[src/rtl/status_led_pkg.sv]
package status_led_pkg;
    typedef enum logic [1:0] {
        MODE_RUN        = 2'd0,
        MODE_STOP_SCAN  = 2'd1,
        MODE_STOP_IDLE  = 2'd2,
        MODE_STOP_FAULT = 2'd3
    } op_mode_e;

    typedef enum logic [3:0] {
        ST_DARK,
        ST_BOOT,
        ST_DIAG_FAIL,
        ST_DIAG,
        ST_CONFIG,
        ST_CPU_BAD,
        ST_RUN,
        ST_STOP_SCAN,
        ST_STOP_IDLE,
        ST_FAULT,
        ST_FAULT_CLR
    } disp_state_e;
endpackage

[src/rtl/blink_prescaler.sv]
module blink_prescaler #(
    parameter int FAST_HALF = 12_500_000,
    parameter int SLOW_MULT = 8
) (
    input  logic clk,
    input  logic rst,
    output logic fast_ph,
    output logic slow_ph
);
    localparam int FW = (FAST_HALF > 1) ? $clog2(FAST_HALF) : 1;
    localparam int SW = (SLOW_MULT > 1) ? $clog2(SLOW_MULT) : 1;

    logic [FW-1:0] div_q;
    logic [SW-1:0] mul_q;
    logic          tick;

    assign tick = (div_q == FW'(FAST_HALF - 1));

    always_ff @(posedge clk) begin
        if (rst) begin
            div_q   <= '0;
            mul_q   <= '0;
            fast_ph <= 1'b0;
            slow_ph <= 1'b0;
        end else begin
            div_q <= tick ? '0 : div_q + 1'b1;
            if (tick) begin
                fast_ph <= ~fast_ph;
                if (mul_q == SW'(SLOW_MULT - 1)) begin
                    mul_q   <= '0;
                    slow_ph <= ~slow_ph;
                end else begin
                    mul_q <= mul_q + 1'b1;
                end
            end
        end
    end

    // a slow edge always coincides with a fast edge
    p_slow_on_fast_r3: assert property (@(posedge clk) disable iff (rst)
        !$stable(slow_ph) |-> !$stable(fast_ph));
endmodule

[src/rtl/activity_stretch.sv]
module activity_stretch #(
    parameter int HOLD = 8
) (
    input  logic clk,
    input  logic rst,
    input  logic strobe,
    output logic busy
);
    localparam int HW = $clog2(HOLD + 1);

    logic [HW-1:0] left_q;

    always_ff @(posedge clk) begin
        if (rst)              left_q <= '0;
        else if (strobe)      left_q <= HW'(HOLD);
        else if (left_q != 0) left_q <= left_q - 1'b1;
    end

    assign busy = (left_q != '0);

    p_strobe_lights_r12: assert property (@(posedge clk) disable iff (rst)
        strobe |=> busy);
endmodule

[src/rtl/led_mode_fsm.sv]
module led_mode_fsm
    import status_led_pkg::*;
(
    input  logic       clk,
    input  logic       rst,
    input  logic       pwr_good,
    input  logic       diag_run,
    input  logic       diag_fault,
    input  logic       cfg_io,
    input  logic       boot_wait,
    input  logic       cpu_ok,
    input  logic [1:0] run_mode,
    input  logic       fatal_fault,
    input  logic       clr_window,
    input  logic       fast_ph,
    input  logic       slow_ph,
    output logic       ok,
    output logic       run_g,
    output logic       run_a,
    output logic       fault,
    output logic       lit
);
    disp_state_e state_q, state_d;
    op_mode_e    mode;

    assign mode = op_mode_e'(run_mode);

    always_comb begin
        if (!pwr_good)        state_d = ST_DARK;
        else if (boot_wait)   state_d = ST_BOOT;
        else if (diag_fault)  state_d = ST_DIAG_FAIL;
        else if (diag_run)    state_d = ST_DIAG;
        else if (cfg_io)      state_d = ST_CONFIG;
        else if (!cpu_ok)     state_d = ST_CPU_BAD;
        else begin
            unique case (mode)
                MODE_RUN:        state_d = ST_RUN;
                MODE_STOP_SCAN:  state_d = ST_STOP_SCAN;
                MODE_STOP_IDLE:  state_d = ST_STOP_IDLE;
                MODE_STOP_FAULT: state_d = (clr_window && fatal_fault)
                                           ? ST_FAULT_CLR : ST_FAULT;
                default:         state_d = ST_FAULT;
            endcase
        end
    end

    always_ff @(posedge clk) begin
        if (rst) state_q <= ST_DARK;
        else     state_q <= state_d;
    end

    always_comb begin
        ok    = 1'b0;
        run_g = 1'b0;
        run_a = 1'b0;
        fault = 1'b0;
        lit   = 1'b1;
        unique case (state_q)
            ST_DARK:      lit   = 1'b0;
            ST_BOOT: begin
                ok    = slow_ph;
                run_g = slow_ph;
            end
            ST_DIAG_FAIL: fault = fast_ph;
            ST_DIAG:      ok    = fast_ph;
            ST_CONFIG:    ok    = slow_ph;
            ST_CPU_BAD:   ok    = 1'b0;
            ST_RUN: begin
                ok    = 1'b1;
                run_g = 1'b1;
            end
            ST_STOP_SCAN: begin
                ok    = 1'b1;
                run_a = 1'b1;
            end
            ST_STOP_IDLE: ok = 1'b1;
            ST_FAULT: begin
                ok    = 1'b1;
                fault = 1'b1;
            end
            ST_FAULT_CLR: begin
                ok    = 1'b1;
                fault = 1'b1;
                run_g = fast_ph;
            end
            default:      lit = 1'b0;
        endcase
    end

    p_stop_idle_dark_run_r9: assert property (@(posedge clk) disable iff (rst)
        (pwr_good && !boot_wait && !diag_fault && !diag_run && !cfg_io && cpu_ok
         && run_mode == 2'd2) |=> (ok && !run_g && !run_a));
    p_stop_fault_lamp_r10: assert property (@(posedge clk) disable iff (rst)
        (pwr_good && !boot_wait && !diag_fault && !diag_run && !cfg_io && cpu_ok
         && run_mode == 2'd3) |=> fault);
endmodule

[src/rtl/status_led_top.sv]
module status_led_top #(
    parameter int NPORTS    = 2,
    parameter int FAST_HALF = 12_500_000,
    parameter int SLOW_MULT = 8
) (
    input  logic              clk,
    input  logic              rst,
    input  logic              pwr_good,
    input  logic              diag_run,
    input  logic              diag_fault,
    input  logic              cfg_io,
    input  logic              boot_wait,
    input  logic              cpu_ok,
    input  logic [1:0]        run_mode,
    input  logic              fatal_fault,
    input  logic              clr_window,
    input  logic              force_on,
    input  logic [NPORTS-1:0] port_act,
    output logic              led_ok,
    output logic              led_run_grn,
    output logic              led_run_amb,
    output logic              led_fault,
    output logic              led_force,
    output logic [NPORTS-1:0] led_port
);
    localparam int HOLD = 2 * FAST_HALF;

    logic fast_ph, slow_ph, lit;
    logic [NPORTS-1:0] busy;

    blink_prescaler #(.FAST_HALF(FAST_HALF), .SLOW_MULT(SLOW_MULT)) u_presc (
        .clk(clk), .rst(rst), .fast_ph(fast_ph), .slow_ph(slow_ph));

    led_mode_fsm u_fsm (
        .clk(clk), .rst(rst), .pwr_good(pwr_good), .diag_run(diag_run),
        .diag_fault(diag_fault), .cfg_io(cfg_io), .boot_wait(boot_wait),
        .cpu_ok(cpu_ok), .run_mode(run_mode), .fatal_fault(fatal_fault),
        .clr_window(clr_window), .fast_ph(fast_ph), .slow_ph(slow_ph),
        .ok(led_ok), .run_g(led_run_grn), .run_a(led_run_amb),
        .fault(led_fault), .lit(lit));

    for (genvar i = 0; i < NPORTS; i++) begin : g_port
        activity_stretch #(.HOLD(HOLD)) u_str (
            .clk(clk), .rst(rst), .strobe(port_act[i]), .busy(busy[i]));
        assign led_port[i] = busy[i] & lit;
    end

    assign led_force = force_on & lit;

    p_colours_exclusive_r13: assert property (@(posedge clk) disable iff (rst)
        $onehot0({led_run_grn, led_run_amb}));
    p_dark_when_unpowered_r1: assert property (@(posedge clk) disable iff (rst)
        !pwr_good |=> (!led_ok && !led_run_grn && !led_run_amb && !led_fault
                       && !led_force && led_port == '0));
    p_boot_same_phase_r4: assert property (@(posedge clk) disable iff (rst)
        (pwr_good && boot_wait) |=> (led_ok == led_run_grn && !led_run_amb));
endmodule

[config.mk]
export PLATFORM = sky130hd
export DESIGN_NAME = status_led_top
export DESIGN_NICKNAME = d
export VERILOG_FILES = /design/src/rtl/status_led_pkg.sv /design/src/rtl/blink_prescaler.sv /design/src/rtl/activity_stretch.sv /design/src/rtl/led_mode_fsm.sv /design/src/rtl/status_led_top.sv
export SDC_FILE = /design/constraint.sdc
export NUM_CORES = 1
export LEC_CHECK = 0
export BUFFER_PORTS_ARGS = -buffer_cell sky130_fd_sc_hd__buf_2
export CAP_MARGIN = 10
export CORE_UTILIZATION = 50
export DETAILED_ROUTE_END_ITERATION = 6
export HOLD_SLACK_MARGIN = 0.05
export PLACE_DENSITY = 0.67
export REMOVE_ABC_BUFFERS = 1
export SLEW_MARGIN = 20
export SYNTH_ARGS = -nofsm -noshare
export SYNTH_HDL_FRONTEND = slang
export SYNTH_SLANG_ARGS = --single-unit
[constraint.sdc]
create_clock -name clk -period 2.22 [get_ports clk]
set_input_delay 0.444 -clock clk [delete_from_list [all_inputs] [get_ports clk]]
set_output_delay 0.444 -clock clk [all_outputs]
set_load 0.01 [all_outputs]
==> impl_metrics.xml, run 1 <==
<?xml version="1.0" encoding="UTF-8"?>
<metrics>
  <group name="run_status">
    <metric name="run_status" unit="">finished with violations</metric>
    <metric name="violations_in_the_final_reports" unit="">setup timing</metric>
  </group>
  <group name="final_layout">
    <metric name="fin_cells" unit="">637</metric>
    <metric name="num-fill-cells" unit="">755</metric>
    <metric name="drive_above_1_share" unit="%">17.6</metric>
    <metric name="n_antenna_cell" unit="">0</metric>
    <metric name="num-nets-final" unit="">551</metric>
    <metric name="area_delta_synth_final" unit="%">16.3</metric>
  </group>
  <group name="logic_synthesis">
    <metric name="synthesis.instances" unit="">488</metric>
    <metric name="synth.ff_latch_count" unit="">83</metric>
    <metric name="synthDominantAreaCellType" unit="">sky130_fd_sc_hd__dfxtp_1</metric>
    <metric name="synthArstFlopShare" unit="%">0</metric>
    <metric name="netlist_area" unit="sq um">4120</metric>
    <metric name="postSynth.topFlopCell" unit="">sky130_fd_sc_hd__dfxtp_1</metric>
    <metric name="synthesis.yosys.warnings" unit="">0</metric>
    <metric name="synth.avg_cell_area" unit="sq um">8.45</metric>
    <metric name="yosysTopAreaCellShare" unit="%">40.3</metric>
    <metric name="seq_area_frac_synth" unit="%">40.3</metric>
    <metric name="synth.lib_cells_used.distinct" unit="">57</metric>
    <metric name="synth-edff-count" unit="">0</metric>
    <metric name="synth_area_leaders" unit="">sky130_fd_sc_hd__dfxtp_1 (40%), sky130_fd_sc_hd__nor2_1 (6.5%), sky130_fd_sc_hd__xor2_1 (5.5%), sky130_fd_sc_hd__xnor2_1 (5.3%), sky130_fd_sc_hd__a21oi_1 (4.7%)</metric>
  </group>
  <group name="route">
    <metric name="drt-wirelength-per-cell" unit="microns">14.1</metric>
    <metric name="detailroute.via_count" unit="">3627</metric>
    <metric name="drtIter0Drc" unit="">112</metric>
    <metric name="avgViaCountPerCell" unit="">5.69</metric>
    <metric name="first_pass_iters" unit="">4</metric>
    <metric name="drcViolationCount" unit="">0</metric>
    <metric name="drtAntennaViolNets" unit="">0</metric>
    <metric name="totalWireLength" unit="mm">9.00</metric>
  </group>
  <group name="grt">
    <metric name="via_count_of_the_first_global_routing_pass" unit="">3431</metric>
    <metric name="initial_antenna_violation_count" unit="">0</metric>
    <metric name="grt_pass1_wl" unit="mm">15.7</metric>
    <metric name="global_route.overflow_total" unit="">0</metric>
    <metric name="globalRouteTotalUtil" unit="%">22.5</metric>
    <metric name="grt_start_max_net_pins" unit="">33</metric>
  </group>
  <group name="sta">
    <metric name="setup_violations" unit="">1</metric>
    <metric name="rsz0062_at_grt" unit="">yes</metric>
    <metric name="hold_viol_final" unit="">0</metric>
    <metric name="period_minus_slack" unit="ps">2330</metric>
    <metric name="maxSlewHeadroom" unit="%">58.9</metric>
    <metric name="worst_slack_on_hold_paths" unit="ps">285</metric>
    <metric name="worst_pin_slew" unit="ps">602</metric>
    <metric name="final.period_utilization" unit="%">105</metric>
    <metric name="achievable-frequency" unit="MHz">430</metric>
    <metric name="finClkSkew" unit="ps">13.0</metric>
    <metric name="fin_ws" unit="ps">-108</metric>
    <metric name="final_max_slew_viol_count" unit="">0</metric>
  </group>
  <group name="pwr">
    <metric name="peakVddDrop" unit="mV">0.299</metric>
    <metric name="p_int" unit="W">0.00243</metric>
    <metric name="combinational_share_of_power" unit="%">17.9</metric>
    <metric name="power.leakage" unit="nW">1.85</metric>
    <metric name="sequential_group_share_of_total_power" unit="%">49.1</metric>
    <metric name="switching_power_summed_over_all_nets" unit="W">0.000958</metric>
    <metric name="clock_power_share" unit="%">33.0</metric>
    <metric name="power.share.switching" unit="%">28.3</metric>
    <metric name="power-per-cell-area" unit="nW/um^2">706</metric>
  </group>
  <group name="setup_path">
    <metric name="buffering_stage_count_on_the_worst_path_with_inverters_included" unit="">1</metric>
    <metric name="crit_path_cells" unit="">or4_4 &gt; or3b_4 &gt; nor2_4 &gt; nor2_1 &gt; buf_2</metric>
    <metric name="crit_cells" unit="">5</metric>
    <metric name="critPathMaxStageDelay" unit="ps">520</metric>
    <metric name="rr_worst_depth" unit="">6</metric>
    <metric name="crit_path_top_delay_cell" unit="">sky130_fd_sc_hd__or4_4</metric>
    <metric name="critical_path_class" unit="">reg2out</metric>
    <metric name="worstPathRequired" unit="ps">1780</metric>
    <metric name="timing.critical_path.max_delay_family" unit="">simple AND/OR/NAND/NOR gates</metric>
    <metric name="crit_path_start_kind" unit="">flip-flop</metric>
    <metric name="path_max_fanout" unit="">2</metric>
    <metric name="critPathArrivalTime" unit="ps">1880</metric>
    <metric name="critPathCaptureType" unit="">output pin</metric>
  </group>
  <group name="die">
    <metric name="boundaryPins" unit="">22</metric>
    <metric name="initial_core_util" unit="%">52.5</metric>
    <metric name="floorplan.die_area" unit="sq um">8610</metric>
    <metric name="die_width" unit="microns">92.8</metric>
    <metric name="floorplan.rows" unit="">32</metric>
    <metric name="die_height" unit="microns">92.8</metric>
    <metric name="core_area" unit="sq um">7850</metric>
  </group>
  <group name="placement">
    <metric name="preCtsSetupSlack" unit="ps">134</metric>
    <metric name="placed_cells_incl_taps" unit="">618</metric>
    <metric name="finalWeightedCongestion" unit="">0.844</metric>
    <metric name="hpwlAfterDp" unit="mm">6.14</metric>
    <metric name="port_buffers" unit="">21</metric>
  </group>
  <group name="job">
    <metric name="max_cap_viol" unit="">0</metric>
  </group>
  <group name="worst_hold_path">
    <metric name="tightest_hold_check_type" unit="">in2reg</metric>
    <metric name="worst_hold_path.num_cells" unit="">2</metric>
  </group>
  <group name="clock_tree">
    <metric name="htreeDepth" unit="">3</metric>
    <metric name="clock_path_buffers" unit="">2</metric>
    <metric name="numClockSinks" unit="">83</metric>
    <metric name="numCtsBuffers" unit="">9</metric>
    <metric name="clkLatencyLatePin" unit="ps">350</metric>
    <metric name="clockRootBuffer" unit="">sky130_fd_sc_hd__clkbuf_8</metric>
    <metric name="cts_tree" unit="">built</metric>
    <metric name="postCtsHoldBufs" unit="">0</metric>
    <metric name="clk_pin_slew" unit="ps">80</metric>
  </group>
</metrics>
-- final cells by class --
class,instances,area (sq um),area share (%)
well taps,102,128,2.66
multi-input cells,372,2400,50.0
flip-flops and latches,83,1660,34.7
inverters,14,52.6,1.10
repair buffers,50,348,7.25
clock inverters,4,48.8,1.02
clock buffers,12,155,3.24
-- cell families (layout without fill, tap and decap cells) --
group | after synthesis | after routing | synth area share (%)
buffers and inverters | 33 | 80 | 3.34
adders and majority gates | 6 | 6 | 1.82
DFF | 83 | 83 | 40.3
and+or+nand+nor | 215 | 215 | 28.2
AOI/OAI and AO/OA | 97 | 97 | 14.8
xor gates and xnor gates | 51 | 51 | 10.8
muxes | 3 | 3 | 0.728
-- Yosys cell counts (2+ instances only) --
cell,number
sky130_fd_sc_hd__buf_4,3
sky130_fd_sc_hd__o41ai_1,3
sky130_fd_sc_hd__a21oi_1,39
sky130_fd_sc_hd__a2111oi_0,2
sky130_fd_sc_hd__or3b_1,2
sky130_fd_sc_hd__nand4_1,15
sky130_fd_sc_hd__a311oi_1,4
sky130_fd_sc_hd__a31oi_1,8
sky130_fd_sc_hd__inv_1,14
sky130_fd_sc_hd__and2_1,2
sky130_fd_sc_hd__and3_1,3
sky130_fd_sc_hd__xor2_1,26
sky130_fd_sc_hd__o21ai_1,2
sky130_fd_sc_hd__nor3b_1,3
sky130_fd_sc_hd__a211oi_1,7
sky130_fd_sc_hd__o211a_1,2
sky130_fd_sc_hd__nor4b_1,3
sky130_fd_sc_hd__nand3_1,19
sky130_fd_sc_hd__ha_1,6
sky130_fd_sc_hd__nor2b_1,7
sky130_fd_sc_hd__nand2_1,29
sky130_fd_sc_hd__and4_1,3
sky130_fd_sc_hd__nor2_1,71
sky130_fd_sc_hd__nand4b_1,2
sky130_fd_sc_hd__clkbuf_1,13
sky130_fd_sc_hd__a21o_1,2
sky130_fd_sc_hd__o31ai_1,4
sky130_fd_sc_hd__or3_1,10
sky130_fd_sc_hd__dfxtp_1,83
sky130_fd_sc_hd__mux2i_1,3
sky130_fd_sc_hd__or4_1,10
sky130_fd_sc_hd__o211ai_1,6
sky130_fd_sc_hd__nor4_1,12
sky130_fd_sc_hd__nand2b_1,3
sky130_fd_sc_hd__or2_2,2
sky130_fd_sc_hd__buf_2,2
sky130_fd_sc_hd__xnor2_1,25
sky130_fd_sc_hd__nor3_1,7
sky130_fd_sc_hd__o21ai_0,11
sky130_fd_sc_hd__nor4_2,3
-- cell usage in the layout, fill, tap and decap left out, types with 6 or more instances in the layout --
| cell type | synthesis | routed |
|---|---|---|
| sky130_fd_sc_hd__nand4_1 | 15 | 15 |
| sky130_fd_sc_hd__clkbuf_8 | 0 | 11 |
| sky130_fd_sc_hd__or4_1 | 10 | 9 |
| sky130_fd_sc_hd__a211oi_1 | 7 | 7 |
| sky130_fd_sc_hd__nand3_1 | 19 | 19 |
| sky130_fd_sc_hd__xor2_1 | 26 | 26 |
| sky130_fd_sc_hd__o21ai_0 | 11 | 11 |
| sky130_fd_sc_hd__nor2b_1 | 7 | 6 |
| sky130_fd_sc_hd__buf_4 | 3 | 27 |
| sky130_fd_sc_hd__inv_1 | 14 | 12 |
| sky130_fd_sc_hd__a31oi_1 | 8 | 8 |
| sky130_fd_sc_hd__nor4_1 | 12 | 8 |
| sky130_fd_sc_hd__o211ai_1 | 6 | 6 |
| sky130_fd_sc_hd__nor2_1 | 71 | 71 |
| sky130_fd_sc_hd__dfxtp_1 | 83 | 81 |
| sky130_fd_sc_hd__a21oi_1 | 39 | 39 |
| sky130_fd_sc_hd__buf_2 | 2 | 21 |
| sky130_fd_sc_hd__xnor2_1 | 25 | 25 |
| sky130_fd_sc_hd__or3_1 | 10 | 10 |
| sky130_fd_sc_hd__nand2_1 | 29 | 29 |
| sky130_fd_sc_hd__nor3_1 | 7 | 7 |
-- worst reg2reg max path: stages (launching register included) --
cell                      delay (ps)
sky130_fd_sc_hd__dfxtp_1         400
sky130_fd_sc_hd__or4_1           610
sky130_fd_sc_hd__nor4_2          420
sky130_fd_sc_hd__buf_4           180
sky130_fd_sc_hd__o211a_1         150
sky130_fd_sc_hd__xnor2_1         130
sky130_fd_sc_hd__a21oi_1         100
-- worst paths after layout --
kind	from	end	slack, ps
min	cfg_io	u_fsm.state_q[3]	280
min reg2reg	u_presc.div_q[0]	u_presc.div_q[0]	480
max	g_port[1].u_str.left_q[16]	led_port[1]	-110
max reg2reg	g_port[1].u_str.left_q[8]	g_port[1].u_str.left_q[21]	100
-- stage by stage --
stage	TNS (ps)	instance area (sq um)	utilization (%)	total power, W
floorplan	-74.5	4040	-	0.00205
global placement	0	4490	57.2	0.00224
detailed placement	0	4490	57.2	0.00225
CTS	-146	4750	60.5	0.00340
global route	-185	4790	61.1	0.00358
finish	-108	4790	61.1	0.00338
-- routing by layer --
layer | wire length [microns] | share of wire, % | global-route usage (%)
met2 | 4390 | 49 | 37.4
met1 | 4250 | 47 | 28.6
met4 | 135 | 1.5 | 8.72
met3 | 223 | 2.5 | 4.35
met5 | 0 | 0 | 0
-- power by group through the flow --
stage	Clock [W]	Sequential [W]	Combinational, W
2_1_floorplan	0	0.00167	0.000385
3_5_place_dp	0	0.00168	0.000570
6_report	0.00112	0.00166	0.000607
4_1_cts	0.00116	0.00166	0.000590
3_3_place_gp	0	0.00168	0.000562
5_1_grt	0.00122	0.00168	0.000681
-- state kept, by name, indices dropped and copies added (netlist names) --
name                 cells
u_presc.mul_q            3
u_fsm.state_q            4
u_presc.slow_ph          1
u_presc.fast_ph          1
g_port.u_str.left_q     50
u_presc.div_q           24
-- what timing repair did --
action,in CTS,in global routing
resized for setup,8,11
pin swaps,2,4
endpoints found under the setup margin,2,5
buffers inserted,2,1
Note: power is estimated with default switching activity, not from simulation.
==> run 2: changes to the inputs <==
--- a/config.mk
+++ b/config.mk
@@ -12,6 +12,7 @@
 export HOLD_SLACK_MARGIN = 0.05
 export PLACE_DENSITY = 0.67
 export REMOVE_ABC_BUFFERS = 1
+export SETUP_SLACK_MARGIN = 0.5
 export SLEW_MARGIN = 20
 export SYNTH_ARGS = -nofsm -noshare
 export SYNTH_HDL_FRONTEND = slang
==> impl_metrics.xml, run 2 (synthesis results as in run 1) <==
<?xml version="1.0" encoding="UTF-8"?>
<metrics>
  <group name="run_status">
    <metric name="run_status" unit="">finished with violations</metric>
    <metric name="violations_in_the_final_reports" unit="">setup timing</metric>
  </group>
  <group name="route">
    <metric name="detailroute.via_count" unit="">4061</metric>
    <metric name="totalWireLength" unit="mm">11.8</metric>
    <metric name="avgViaCountPerCell" unit="">5.96</metric>
    <metric name="drcViolationCount" unit="">0</metric>
    <metric name="drtAntennaViolNets" unit="">0</metric>
    <metric name="drt-wirelength-per-cell" unit="microns">17.4</metric>
    <metric name="first_pass_iters" unit="">5</metric>
    <metric name="drtIter0Drc" unit="">181</metric>
  </group>
  <group name="final_layout">
    <metric name="finished_core_util" unit="%">76.9</metric>
    <metric name="fin_cells" unit="">681</metric>
    <metric name="registers.top_by_ff_count" unit="">g_port.u_str.left_q</metric>
    <metric name="postLayoutCellArea" unit="sq um">6040</metric>
    <metric name="most_frequent_standard_cell_in_the_layout_excluding_fill_and_tap_cells" unit="">sky130_fd_sc_hd__nor2_1</metric>
    <metric name="layout_top_registers" unit="">g_port.u_str.left_q x50, u_presc.div_q x24, u_fsm.state_q x4</metric>
    <metric name="area_delta_synth_final" unit="%">46.4</metric>
    <metric name="num-fill-cells" unit="">510</metric>
    <metric name="largest_register_ffs" unit="">50</metric>
    <metric name="drive_above_1_share" unit="%">45.6</metric>
    <metric name="layout.cells.most_common_list" unit="">sky130_fd_sc_hd__nor2_1 (48), sky130_fd_sc_hd__buf_4 (47), sky130_fd_sc_hd__dfxtp_1 (46)</metric>
    <metric name="num-nets-final" unit="">595</metric>
    <metric name="n_antenna_cell" unit="">0</metric>
  </group>
  <group name="pwr">
    <metric name="peakVddDrop" unit="mV">0.399</metric>
    <metric name="power-per-cell-area" unit="nW/um^2">631</metric>
    <metric name="power.leakage" unit="nW">2.22</metric>
  </group>
  <group name="setup_path">
    <metric name="path_max_fanout" unit="">2</metric>
    <metric name="timing.critical_path.max_delay_family" unit="">simple AND/OR/NAND/NOR gates</metric>
    <metric name="critical_path_class" unit="">reg2out</metric>
    <metric name="setup.reg_to_reg.worst_slack" unit="ps">90</metric>
    <metric name="critPathMaxStageDelay" unit="ps">530</metric>
    <metric name="crit_path_top_delay_cell" unit="">sky130_fd_sc_hd__or4_4</metric>
    <metric name="worstPathRequired" unit="ps">1780</metric>
    <metric name="crit_end" unit="">led_port[1]</metric>
    <metric name="crit_cells" unit="">5</metric>
    <metric name="timing.rr.end" unit="">g_port[1].u_str.left_q[12]</metric>
    <metric name="buffering_stage_count_on_the_worst_path_with_inverters_included" unit="">1</metric>
    <metric name="crit_path_start_kind" unit="">flip-flop</metric>
    <metric name="r2r-start" unit="">g_port[1].u_str.left_q[16]</metric>
    <metric name="critPathArrivalTime" unit="ps">1910</metric>
    <metric name="crit_start" unit="">g_port[1].u_str.left_q[16]</metric>
    <metric name="rr_worst_depth" unit="">7</metric>
    <metric name="crit_path_cells" unit="">or4_4 &gt; or3b_4 &gt; nor2_4 &gt; nor2_1 &gt; buf_2</metric>
    <metric name="critPathCaptureType" unit="">output pin</metric>
  </group>
  <group name="placement">
    <metric name="dpl-instance-area" unit="sq um">4490</metric>
    <metric name="hpwlAfterDp" unit="mm">6.14</metric>
    <metric name="placed_cells_incl_taps" unit="">618</metric>
    <metric name="port_buffers" unit="">21</metric>
    <metric name="finalWeightedCongestion" unit="">0.844</metric>
  </group>
  <group name="die">
    <metric name="die_height" unit="microns">92.8</metric>
    <metric name="floorplan.rows" unit="">32</metric>
    <metric name="core_area" unit="sq um">7850</metric>
    <metric name="initial_core_util" unit="%">52.5</metric>
    <metric name="boundaryPins" unit="">22</metric>
    <metric name="die_width" unit="microns">92.8</metric>
    <metric name="floorplan.die_area" unit="sq um">8610</metric>
  </group>
  <group name="sta">
    <metric name="worst_pin_slew" unit="ps">596</metric>
    <metric name="fin_ws" unit="ps">-137</metric>
    <metric name="setup_violations" unit="">1</metric>
    <metric name="maxSlewHeadroom" unit="%">60.2</metric>
    <metric name="hold_viol_final" unit="">0</metric>
    <metric name="rsz0062_at_grt" unit="">yes</metric>
    <metric name="final_max_slew_viol_count" unit="">0</metric>
    <metric name="period_minus_slack" unit="ps">2360</metric>
    <metric name="final.period_utilization" unit="%">106</metric>
    <metric name="finClkSkew" unit="ps">17.4</metric>
    <metric name="achievable-frequency" unit="MHz">424</metric>
  </group>
  <group name="clock_tree">
    <metric name="clock_path_buffers" unit="">2</metric>
    <metric name="numClockSinks" unit="">83</metric>
    <metric name="clkLatencyLatePin" unit="ps">360</metric>
    <metric name="postCtsHoldBufs" unit="">0</metric>
    <metric name="clockRootBuffer" unit="">sky130_fd_sc_hd__clkbuf_8</metric>
    <metric name="numCtsBuffers" unit="">9</metric>
    <metric name="htreeDepth" unit="">3</metric>
    <metric name="cts_tree" unit="">built</metric>
    <metric name="clk_pin_slew" unit="ps">90</metric>
  </group>
  <group name="job">
    <metric name="max_cap_viol" unit="">0</metric>
  </group>
  <group name="grt">
    <metric name="initial_antenna_violation_count" unit="">0</metric>
    <metric name="global_route.overflow_total" unit="">0</metric>
    <metric name="globalRouteTotalUtil" unit="%">25.7</metric>
    <metric name="grt_pass1_wl" unit="mm">17.8</metric>
    <metric name="grt_start_max_net_pins" unit="">33</metric>
    <metric name="via_count_of_the_first_global_routing_pass" unit="">3755</metric>
  </group>
  <group name="worst_hold_path">
    <metric name="worst_hold_path.num_cells" unit="">2</metric>
    <metric name="tightest_hold_check_type" unit="">in2reg</metric>
  </group>
</metrics>
[run 2: power breakdown]
part / internal (W) / switching [W]
Clock: 0.000581 / 0.000564
Combinational: 0.000487 / 0.000489
Sequential: 0.00156 / 0.000122
Total: 0.00263 / 0.00117
[run 2: worst reg2reg max path, cell delays in order, from the launching register on]
cell,delay [ps]
sky130_fd_sc_hd__dfxtp_2,330
sky130_fd_sc_hd__or4_4,530
sky130_fd_sc_hd__buf_4,170
sky130_fd_sc_hd__nor3b_2,390
sky130_fd_sc_hd__buf_4,260
sky130_fd_sc_hd__a21oi_1,100
sky130_fd_sc_hd__xnor2_1,140
sky130_fd_sc_hd__a21oi_1,80
[run 2: layer usage]
metal | vias to the layer above | track usage, % | wire [microns] | share of wire (%)
met3 | 36 | 5.01 | 456 | 3.9
met2 | 109 | 44.2 | 6180 | 52
met4 | 0 | 10.5 | 319 | 2.7
met5 | - | 0 | 0 | 0
li1 | 1932 | - | - | -
met1 | 1984 | 31.2 | 4870 | 41
[run 2: per-stage QoR]
step	TNS [ps]	setup slack, ps	hold slack (ps)	power [W]
after floorplan	-74.5	-37.3	430	0.00205
after global placement	0	204	448	0.00224
after detailed placement	0	134	459	0.00225
after CTS	-146	-146	259	0.00360
after global routing	-205	-170	280	0.00396
final	-137	-137	272	0.00381
[run 2: worst min-delay path by stage]
stage | to | startpoint | slack (ps)
finish | u_fsm.state_q[3] | cfg_io | 270
detailed placement | u_presc.div_q[0] | u_presc.div_q[0] | 460
global route | u_fsm.state_q[3] | cfg_io | 280
global placement | u_presc.div_q[0] | u_presc.div_q[0] | 450
floorplan | u_presc.div_q[0] | u_presc.div_q[0] | 430
CTS | u_fsm.state_q[3] | cfg_io | 260
[run 2: repair_timing]
| action | CTS | global route |
|---|---|---|
| endpoints found under the hold margin | 0 | 0 |
| setup endpoints to repair | 82 | 86 |
| pin swaps | 55 | 58 |
| setup buffers | 29 | 15 |
| resized for setup | 147 | 91 |
| cloned | 3 | 0 |
[run 2: final cells by class]
type | count | area [sq um] | area share [%]
multi-input cells | 372 | 3070 | 50.8
well taps | 102 | 128 | 2.11
inverters | 14 | 55.1 | 0.912
clock buffers | 12 | 155 | 2.57
clock inverters | 4 | 48.8 | 0.808
flip-flops and latches | 83 | 1740 | 28.9
repair buffers | 94 | 841 | 13.9
==> run 3: changes to the inputs <==
--- a/config.mk
+++ b/config.mk
@@ -13,6 +13,7 @@
 export PLACE_DENSITY = 0.67
 export REMOVE_ABC_BUFFERS = 1
 export SETUP_SLACK_MARGIN = 0.5
+export SKIP_LAST_GASP = 1
 export SLEW_MARGIN = 20
 export SYNTH_ARGS = -nofsm -noshare
 export SYNTH_HDL_FRONTEND = slang
==> impl_metrics.xml, run 3 (synthesis results as in run 1) <==
<?xml version="1.0" encoding="UTF-8"?>
<metrics>
  <group name="sta">
    <metric name="maxSlewHeadroom" unit="%">64.3</metric>
    <metric name="final_max_slew_viol_count" unit="">0</metric>
    <metric name="achievable-frequency" unit="MHz">424</metric>
    <metric name="worst_pin_slew" unit="ps">523</metric>
    <metric name="timing.setup.tns" unit="ps">-138</metric>
    <metric name="rsz0062_at_grt" unit="">yes</metric>
    <metric name="finClkSkew" unit="ps">14.5</metric>
    <metric name="setup_violations" unit="">1</metric>
    <metric name="fin_ws" unit="ps">-138</metric>
    <metric name="period_minus_slack" unit="ps">2360</metric>
    <metric name="final.period_utilization" unit="%">106</metric>
    <metric name="hold_viol_final" unit="">0</metric>
  </group>
  <group name="route">
    <metric name="drtAntennaViolNets" unit="">0</metric>
    <metric name="totalWireLength" unit="mm">12.0</metric>
    <metric name="detailroute.via_count" unit="">4026</metric>
    <metric name="highest-signal-layer" unit="">met4</metric>
    <metric name="drt-wirelength-per-cell" unit="microns">17.6</metric>
    <metric name="first_pass_iters" unit="">4</metric>
    <metric name="drcViolationCount" unit="">0</metric>
    <metric name="met3WireLength" unit="microns">504</metric>
    <metric name="avgViaCountPerCell" unit="">5.90</metric>
    <metric name="detail_route.wirelength.met1" unit="mm">4.88</metric>
    <metric name="routed-wl-met2" unit="mm">6.38</metric>
    <metric name="drtIter0Drc" unit="">175</metric>
  </group>
  <group name="placement">
    <metric name="finalWeightedCongestion" unit="">0.844</metric>
    <metric name="hpwlAfterDp" unit="mm">6.14</metric>
    <metric name="preCtsSetupSlack" unit="ps">134</metric>
    <metric name="port_buffers" unit="">21</metric>
    <metric name="placed_cells_incl_taps" unit="">618</metric>
  </group>
  <group name="run_status">
    <metric name="run_status" unit="">finished with violations</metric>
    <metric name="violations_in_the_final_reports" unit="">setup timing</metric>
  </group>
  <group name="setup_path">
    <metric name="critPathCaptureType" unit="">output pin</metric>
    <metric name="r2r-start" unit="">g_port[1].u_str.left_q[1]</metric>
    <metric name="crit_path_start_kind" unit="">flip-flop</metric>
    <metric name="crit_path_top_delay_cell" unit="">sky130_fd_sc_hd__or4_4</metric>
    <metric name="critPathArrivalTime" unit="ps">1910</metric>
    <metric name="critPathMaxStageDelay" unit="ps">530</metric>
    <metric name="crit_start" unit="">g_port[1].u_str.left_q[16]</metric>
    <metric name="worstPathRequired" unit="ps">1780</metric>
    <metric name="crit_path_cells" unit="">or4_4 &gt; or3b_4 &gt; nor2_4 &gt; nor2_1 &gt; buf_2</metric>
    <metric name="path_max_fanout" unit="">2</metric>
    <metric name="critical_path_class" unit="">reg2out</metric>
  </group>
  <group name="final_layout">
    <metric name="n_antenna_cell" unit="">0</metric>
    <metric name="most_frequent_standard_cell_in_the_layout_excluding_fill_and_tap_cells" unit="">sky130_fd_sc_hd__buf_4</metric>
    <metric name="registers.top_by_ff_count" unit="">g_port.u_str.left_q</metric>
    <metric name="area_delta_synth_final" unit="%">45.0</metric>
    <metric name="layout.cells.most_common_list" unit="">sky130_fd_sc_hd__buf_4 (51), sky130_fd_sc_hd__nor2_1 (48), sky130_fd_sc_hd__dfxtp_1 (48)</metric>
    <metric name="layout_top_registers" unit="">g_port.u_str.left_q x50, u_presc.div_q x24, u_fsm.state_q x4</metric>
    <metric name="largest_register_ffs" unit="">50</metric>
    <metric name="drive_above_1_share" unit="%">46.2</metric>
    <metric name="fin_cells" unit="">682</metric>
    <metric name="num-nets-final" unit="">596</metric>
  </group>
  <group name="job">
    <metric name="max_cap_viol" unit="">0</metric>
  </group>
  <group name="die">
    <metric name="core_area" unit="sq um">7850</metric>
    <metric name="floorplan.rows" unit="">32</metric>
    <metric name="die_height" unit="microns">92.8</metric>
    <metric name="initial_core_util" unit="%">52.5</metric>
    <metric name="die_width" unit="microns">92.8</metric>
    <metric name="boundaryPins" unit="">22</metric>
    <metric name="floorplan.die_area" unit="sq um">8610</metric>
  </group>
  <group name="grt">
    <metric name="initial_antenna_violation_count" unit="">0</metric>
    <metric name="via_count_of_the_first_global_routing_pass" unit="">3738</metric>
    <metric name="globalRouteTotalUtil" unit="%">25.3</metric>
    <metric name="global_route.overflow_total" unit="">0</metric>
    <metric name="grt_pass1_wl" unit="mm">17.4</metric>
    <metric name="grt_start_max_net_pins" unit="">33</metric>
  </group>
  <group name="clock_tree">
    <metric name="cts_tree" unit="">built</metric>
    <metric name="htreeDepth" unit="">3</metric>
    <metric name="clock_path_buffers" unit="">2</metric>
    <metric name="clkLatencyLatePin" unit="ps">360</metric>
    <metric name="clk_pin_slew" unit="ps">90</metric>
    <metric name="numClockSinks" unit="">83</metric>
    <metric name="numCtsBuffers" unit="">9</metric>
    <metric name="clockRootBuffer" unit="">sky130_fd_sc_hd__clkbuf_8</metric>
  </group>
  <group name="pwr">
    <metric name="peakVddDrop" unit="mV">0.329</metric>
    <metric name="power.leakage" unit="nW">2.22</metric>
    <metric name="power-per-cell-area" unit="nW/um^2">636</metric>
  </group>
  <group name="worst_hold_path">
    <metric name="tightest_hold_check_type" unit="">in2reg</metric>
    <metric name="worstHoldStart" unit="">cfg_io</metric>
  </group>
</metrics>
==> run 3: cell count changes in the layout (fill, tap and decap cells not counted), moves of 3 or more <==
cell and delta:
sky130_fd_sc_hd__buf_4 +4, sky130_fd_sc_hd__buf_6 -4, sky130_fd_sc_hd__nor2_4 -5, sky130_fd_sc_hd__nor2_2 +5, sky130_fd_sc_hd__o21ai_0 -3
==> run 3: timing repair <==
item	CTS	global route
setup endpoints to repair	82	86
hold endpoints to repair	0	0
pin swaps	41	68
cloned	3	0
hold buffers	0	0
setup buffers	29	16
gates resized for setup	111	117
==> run 3: worst max-delay path, delay by kind of cell, from the launching register on <==
kind | cells | cell delay [ps]
buffers and inverters | 1 | 130
DFF | 1 | 330
and+or+nand+nor | 4 | 1090
==> run 3: cell type report <==
class | count | area, sq um
Inverter | 14 | 55.1
Multi-Input combinational cell | 372 | 3030
Fill cell | 520 | 1870
Clock buffer | 12 | 155
Clock inverter | 4 | 48.8
Timing Repair Buffer | 95 | 826
Tap cell | 102 | 128
Sequential cell | 83 | 1740
==> run 3: power breakdown <==
part | internal [W] | switching (W)
sequential | 0.00156 | 0.000124
combinational | 0.000479 | 0.000488
clock | 0.000581 | 0.000563
==> run 3: stage by stage <==
stage	instance area (sq um)	utilization [%]	total power (W)	hold WS (ps)
6_report	5980	76.2	0.00380	265
3_3_place_gp	4490	57.2	0.00224	448
5_1_grt	5980	76.2	0.00395	277
4_1_cts	5350	68.2	0.00356	259
2_1_floorplan	4040	-	0.00205	430
3_5_place_dp	4490	57.2	0.00225	459
==> run 3: final timing paths <==
| path | end | slack [ps] | cells after the start |
|---|---|---|---|
| worst max register to register | g_port[1].u_str.left_q[22] | 100 | 11 |
| worst min-delay path | u_fsm.state_q[3] | 270 | 2 |
| worst max-delay path | led_port[1] | -140 | 5 |
| worst min register to register | g_port[1].u_str.left_q[1] | 490 | 2 |
==> run 3: metal layers <==
metal | global-route usage (%) | vias to the layer above
met5 | 0 | -
met2 | 43.2 | 90
met3 | 4.84 | 26
met1 | 30.8 | 1983
met4 | 10.6 | 0
li1 | - | 1927
